**src/rtl/ir_rl_pkg.sv**
```systemverilog
package ir_rl_pkg;

  typedef enum logic {
    LVL_SPACE = 1'b0,
    LVL_MARK  = 1'b1
  } ir_level_e;

  localparam logic [1:0] MODE_RUNLEN = 2'b11;

  // Run survives the noise filter when it was split at least once or is
  // strictly longer than the threshold.
  function automatic logic run_survives(input int run_len, input int thr,
                                        input logic was_split);
    return was_split || (run_len > thr);
  endfunction

  // Idle limit in samples: (thr + 1) chunks of 2**unit_log2 samples.
  function automatic int idle_limit(input int thr, input int unit_log2);
    return (thr + 1) << unit_log2;
  endfunction

endpackage

```
**src/rtl/ir_rl_sync.sv**
```systemverilog
module ir_rl_sync #(
  parameter int STAGES = 2
) (
  input  logic clk,
  input  logic rst_n,
  input  logic din,
  input  logic invert,
  output logic dout
);
  logic [STAGES-1:0] chain_q;

  generate
    if (STAGES == 1) begin : g_single
      always_ff @(posedge clk) begin
        if (!rst_n) chain_q <= '0;
        else        chain_q <= din;
      end
    end else begin : g_chain
      always_ff @(posedge clk) begin
        if (!rst_n) chain_q <= '0;
        else        chain_q <= {chain_q[STAGES-2:0], din};
      end
    end
  endgenerate

  assign dout = chain_q[STAGES-1] ^ invert;
endmodule

```
**src/rtl/ir_rl_idle_det.sv**
```systemverilog
module ir_rl_idle_det #(
  parameter int DUR_W  = 7,
  parameter int IDLE_W = 8
) (
  input  logic              clk,
  input  logic              rst_n,
  input  logic              active,
  input  logic              tick,
  input  logic              armed,
  input  logic              lvl_s,
  input  logic              cur_lvl,
  input  logic [IDLE_W-1:0] idle_thr,
  output logic              idle_hit
);
  import ir_rl_pkg::*;

  localparam int ICW = IDLE_W + DUR_W + 1;

  logic [ICW-1:0] space_cnt_q;
  logic [ICW-1:0] limit;
  logic           step;
  logic           in_space;

  assign limit    = (ICW'(idle_thr) + ICW'(1)) << DUR_W;
  assign step     = active && tick && armed;
  assign in_space = (lvl_s == LVL_SPACE) && (cur_lvl == LVL_SPACE);
  assign idle_hit = step && in_space && ((space_cnt_q + ICW'(1)) == limit);

  always_ff @(posedge clk) begin
    if (!rst_n || !active) begin
      space_cnt_q <= '0;
    end else if (tick) begin
      if (!armed || idle_hit) begin
        space_cnt_q <= '0;
      end else if (lvl_s != cur_lvl) begin
        space_cnt_q <= (lvl_s == LVL_SPACE) ? ICW'(1) : '0;
      end else if (lvl_s == LVL_SPACE) begin
        space_cnt_q <= space_cnt_q + ICW'(1);
      end
    end
  end
endmodule

```
**src/rtl/ir_rl_run_track.sv**
```systemverilog
module ir_rl_run_track #(
  parameter int DUR_W   = 7,
  parameter int NOISE_W = 6
) (
  input  logic               clk,
  input  logic               rst_n,
  input  logic               active,
  input  logic               tick,
  input  logic               lvl_s,
  input  logic [NOISE_W-1:0] noise_thr,
  input  logic               idle_hit,
  output logic               armed,
  output logic               cur_lvl,
  output logic               drop_evt,
  output logic               split_evt,
  output logic               byte_vld,
  output logic [DUR_W:0]     byte_q,
  output logic               pkt_end
);
  import ir_rl_pkg::*;

  localparam logic [DUR_W-1:0] CNT_FULL = {DUR_W{1'b1}};

  logic [DUR_W-1:0] cnt_q;
  logic             split_q;
  logic             step;
  logic             same_lvl;
  logic             run_end;
  logic             has_run;
  logic             keep_run;
  logic             emit_end;

  assign step      = active && tick;
  assign same_lvl  = (lvl_s == cur_lvl);
  assign run_end   = step && armed && !same_lvl;
  assign has_run   = (cnt_q != '0);
  assign keep_run  = run_survives(int'(cnt_q), int'(noise_thr), split_q);
  assign emit_end  = run_end && has_run && keep_run;
  assign drop_evt  = run_end && has_run && !keep_run;
  assign split_evt = step && armed && same_lvl && (cnt_q == CNT_FULL);

  always_ff @(posedge clk) begin
    if (!rst_n || !active) begin
      armed    <= 1'b0;
      cur_lvl  <= LVL_SPACE;
      cnt_q    <= '0;
      split_q  <= 1'b0;
      byte_vld <= 1'b0;
      byte_q   <= '0;
      pkt_end  <= 1'b0;
    end else begin
      byte_vld <= 1'b0;
      pkt_end  <= 1'b0;
      if (tick) begin
        if (!armed) begin
          if (lvl_s == LVL_MARK) begin
            armed   <= 1'b1;
            cur_lvl <= LVL_MARK;
            cnt_q   <= DUR_W'(1);
            split_q <= 1'b0;
          end
        end else if (same_lvl) begin
          if (split_evt) begin
            byte_vld <= 1'b1;
            byte_q   <= {cur_lvl, CNT_FULL};
            cnt_q    <= '0;
            split_q  <= 1'b1;
          end else begin
            cnt_q <= cnt_q + 1'b1;
          end
          if (idle_hit) begin
            armed   <= 1'b0;
            cnt_q   <= '0;
            split_q <= 1'b0;
            pkt_end <= 1'b1;
          end
        end else begin
          if (emit_end) begin
            byte_vld <= 1'b1;
            byte_q   <= {cur_lvl, cnt_q - 1'b1};
          end
          cur_lvl <= lvl_s;
          cnt_q   <= DUR_W'(1);
          split_q <= 1'b0;
        end
      end
    end
  end
endmodule

```
**src/rtl/ir_runlen_sampler.sv**
```systemverilog
module ir_runlen_sampler #(
  parameter int DUR_W       = 7,
  parameter int NOISE_W     = 6,
  parameter int IDLE_W      = 8,
  parameter int SYNC_STAGES = 2
) (
  input  logic               clk,
  input  logic               rst_n,
  input  logic               ir_raw_i,
  input  logic               sample_en_i,
  input  logic               glob_en_i,
  input  logic               rx_en_i,
  input  logic [1:0]         mode_i,
  input  logic               invert_i,
  input  logic [NOISE_W-1:0] noise_thr_i,
  input  logic [IDLE_W-1:0]  idle_thr_i,
  output logic               byte_vld_o,
  output logic [DUR_W:0]     byte_o,
  output logic               pkt_end_o
);
  import ir_rl_pkg::*;

  logic run_active;
  logic lvl_s;
  logic armed;
  logic cur_lvl;
  logic idle_hit;
  logic drop_evt;
  logic split_evt;

  assign run_active = glob_en_i && rx_en_i && (mode_i == MODE_RUNLEN);

  ir_rl_sync #(.STAGES(SYNC_STAGES)) sync_i (
    .clk    (clk),
    .rst_n  (rst_n),
    .din    (ir_raw_i),
    .invert (invert_i),
    .dout   (lvl_s)
  );

  ir_rl_idle_det #(.DUR_W(DUR_W), .IDLE_W(IDLE_W)) idle_i (
    .clk      (clk),
    .rst_n    (rst_n),
    .active   (run_active),
    .tick     (sample_en_i),
    .armed    (armed),
    .lvl_s    (lvl_s),
    .cur_lvl  (cur_lvl),
    .idle_thr (idle_thr_i),
    .idle_hit (idle_hit)
  );

  ir_rl_run_track #(.DUR_W(DUR_W), .NOISE_W(NOISE_W)) track_i (
    .clk       (clk),
    .rst_n     (rst_n),
    .active    (run_active),
    .tick      (sample_en_i),
    .lvl_s     (lvl_s),
    .noise_thr (noise_thr_i),
    .idle_hit  (idle_hit),
    .armed     (armed),
    .cur_lvl   (cur_lvl),
    .drop_evt  (drop_evt),
    .split_evt (split_evt),
    .byte_vld  (byte_vld_o),
    .byte_q    (byte_o),
    .pkt_end   (pkt_end_o)
  );
endmodule

```
**config.mk**
```make
export PLATFORM = sky130hd
export DESIGN_NAME = ir_runlen_sampler
export DESIGN_NICKNAME = d
export VERILOG_FILES = /design/src/rtl/ir_rl_pkg.sv /design/src/rtl/ir_rl_sync.sv /design/src/rtl/ir_rl_idle_det.sv /design/src/rtl/ir_rl_run_track.sv /design/src/rtl/ir_runlen_sampler.sv
export SDC_FILE = /design/constraint.sdc
export NUM_CORES = 1
export LEC_CHECK = 0
export ABC_AREA = 1
export BUFFER_PORTS_ARGS = -buffer_cell sky130_fd_sc_hd__buf_2
export CAP_MARGIN = 20
export CORE_MARGIN = 3
export CORE_UTILIZATION = 47
export DETAILED_ROUTE_END_ITERATION = 10
export PLACE_DENSITY = 0.71
export SLEW_MARGIN = 20
export SYNTH_ARGS = -nofsm -noshare
export SYNTH_HDL_FRONTEND = slang
export SYNTH_SLANG_ARGS = --single-unit
```
**constraint.sdc**
```tcl
create_clock -name clk -period 2.65 [get_ports clk]
set_input_delay 0 -clock clk [delete_from_list [all_inputs] [get_ports clk]]
set_output_delay 0 -clock clk [all_outputs]
set_load 0.01 [all_outputs]
```
==> results.ini <==
[outcome]
status = completed

[die]
initial_utilization_pct = 49.2
io_pins = 33
fp-row-count = 28
die_w_um = 85.4
die_area_um2 = 7300
die_y_um = 85.4
design.core.area_um2 = 6030

[power]
vdd_ir_drop_max_mv = 0.204
totalPowerFinal_w = 0.00135
powerDensity_nw_per_um2 = 401
leakagePower_nw = 1.52

[critical_path]
critPathMaxFanout = 23
crit_path_top_delay_cell = dfxtp_1
r2r-end = idle_i.space_cnt_q[0]
path_delay_family = simple AND/OR/NAND/NOR gates
rr_worst_depth = 13
worst_setup_path_end_kind = flop
r2r_slack_ns = 0.21
path_depth = 13
max_stage_delay_ns = 0.40
startpoint_type = flop
worstPathRequired_ns = 2.88
worstPathCellList = ha_1 -> nand3_2 -> xnor2_1 -> or2_2 -> nor2_1 -> nand3_2 -> nor2_2 -> nand2_8 -> nand3_4 -> nand2_1 -> nand2_1 -> nand2_1 -> nor2_1
cp.buffers_inverters = 0
startpoint = idle_i.space_cnt_q[1]
worstSetupEndpoint = idle_i.space_cnt_q[0]
crit_arrival_ns = 2.67
cpMostUsedCell = nand2_1
r2r-start = idle_i.space_cnt_q[1]
crit_type = reg -> reg

[route]
finalWirelength_um = 7730
vias = 3162
wl_per_cell_um = 13.3
drc = 0
drtIter0Drc = 409
viasPerCell = 5.46
first_pass_iters = 7
ant_nets = 0

[cells_and_area]
num_antenna_cells = 0
drive_above_1_share_pct = 14.7
final_nets = 539
multiInputGateArea_um2 = 1920
layout_commonest_cell = nand2_1
syn2layout_area_growth_pct = 13.3
fill_cells = 601
register_area_um2 = 761
final_cell_mix = 105 x nand2_1, 68 x nand3_1, 54 x inv_1

[min_path]
hold_class = in -> reg

[sta]
worst_pin_slew_ns = 0.786
fmax_mhz = 411
post-route-min-period_ns = 2.44
slew-limit-headroom_pct = 47.4
finalCritPeriodShare_pct = 91.9
hold_viol_final = 0
skew_ns = 0.0111
setup_viol = 0
drv_slew = 0
tns_ns = 0

[placement]
io_buffers = 32
gp_congestion = 0.959
hpwl_um = 5590

[global_routing]
grt_pass1_wl_um = 12500
grt_pass1_vias = 2712
grt_max_degree = 34
grt-ovfl-total = 0
grt.total_usage_pct = 20.9
antenna_found_initial = 0

[clock_tree]
cts_max_level = 2
clk_latency_ns = 0.30
cts_buffers = 5
cts_root_buf = clkbuf_8
clock_path_buffers = 2
clkSinkCount = 38
cts.clk_slew.worst_paths_ns = 0.08
cts_tree = built
postCtsSetupRepairBufs = 0

[synth]
yosysTopAreaCell = dfxtp_1
ys_seq_area_share_pct = 25.7
syn_avg_cell_area_um2 = 6.27
synth-async-reset-ratio_pct = 0
ys_ff_latch = 38
yosysUniqueCellTypes = 37
yosysTopAreaCellShare_pct = 25.7
synth_flop_cell = dfxtp_1
synth_edf_count = 0
synth.area.top_cells = dfxtp_1 26%, nand2_1 13%, nand3_1 11%
yosys_warnings = 0
synth_nets = 509
netlist_instances = 473
netlist_area_um2 = 2970

[flow_run]
max_cap_violations = 0

## worst min-delay path: cells and delay by family
| family | cells | cell delay [ns] |
|---|---|---|
| and+or+nand+nor | 4 | 0.28 |
| buffers and inverters | 1 | 0.12 |
## worst min path at each step
stage,depth (start not counted),slack (ns),startpoint,end
CTS,5,0.15,sample_en_i,track_i.pkt_end
floorplan,2,0.09,rst_n,sync_i.chain_q[0]
global placement,3,0.18,ir_raw_i,sync_i.chain_q[0]
global route,5,0.18,sample_en_i,track_i.pkt_end
detailed placement,3,0.19,ir_raw_i,sync_i.chain_q[0]
finish,5,0.15,sample_en_i,track_i.pkt_end
## flip-flops by register name, indices dropped and copies added (netlist names)
signal / flops
track_i.cnt_q: 7
track_i.byte_vld: 1
track_i.pkt_end: 1
track_i.byte_q: 8
sync_i.chain_q: 2
track_i.armed: 1
track_i.split_q: 1
track_i.cur_lvl: 1
idle_i.space_cnt_q: 16
## where the power goes
group	switching (W)	total, W	internal, W	leakage [nW]
clock	0.000224	0.000626	0.000402	0.0714
sequential	0.00000297	0.000577	0.000574	0.307
combinational	0.0000901	0.000146	0.0000555	1.14
total	0.000317	0.00135	0.00103	1.52
## through the flow
| stage | instance area (um2) | setup WS, ns | hold WS, ns | instances | utilization, % |
|---|---|---|---|---|---|
| after floorplan | 2970 | 0.646 | 0.0935 | 473 | - |
| after global placement | 3140 | 0.237 | 0.185 | 566 | 52.0 |
| after detailed placement | 3140 | 0.156 | 0.192 | 566 | 52.0 |
| after CTS | 3310 | 0.133 | 0.147 | 577 | 54.9 |
| after global routing | 3360 | -0.0188 | 0.175 | 579 | 55.8 |
| final | 3360 | 0.215 | 0.146 | 579 | 55.8 |
## repair_timing
action,in CTS,in global routing
hold buffers,3,0
setup endpoints to repair,0,16
gates resized for setup,0,5
hold endpoints to repair,2,0
## kinds of logic (layout without fill, tap and decap cells)
family | after synthesis | after routing | share of synthesized area [%]
flip-flops | 38 | 38 | 25.7
AO/OA/AOI/OAI | 60 | 60 | 10.8
buffers and inverters | 78 | 107 | 11.4
AND/OR/NAND/NOR | 273 | 275 | 43.3
XOR/XNOR | 11 | 11 | 3.25
adder cells (fa/ha/maj) | 13 | 13 | 5.49
## Yosys cell counts (2+ instances only)
library cell	n
nand2_2	6
nand2_4	2
xnor2_1	4
inv_1	54
xor2_1	7
clkbuf_1	6
nor2_4	5
ha_1	13
o21ai_0	17
nor3_1	8
o211a_1	2
nor2_1	52
nand3_2	2
buf_6	5
nand2_1	105
nand4_1	14
a21oi_1	33
dfxtp_1	38
buf_2	4
o21ai_1	3
inv_2	5
nand3_1	68
nor2_2	4
buf_1	2
nand3b_1	2
## cell type report
type,count,area share [%]
flip-flops and latches,38,22.6
inverters,60,6.70
repair buffers,39,6.55
clock inverters,2,1.79
multi-input cells,359,57.1
clock buffers,6,2.46
well taps,75,2.79
## per-layer routing
metal	track usage, %	up-vias	routed length (um)
li1	-	1619	-
met1	30.7	1400	3630
met2	31.9	131	3430
met3	3.01	12	570
met4	5.61	0	91
met5	0	-	0
(Power assumes the default switching activity.)
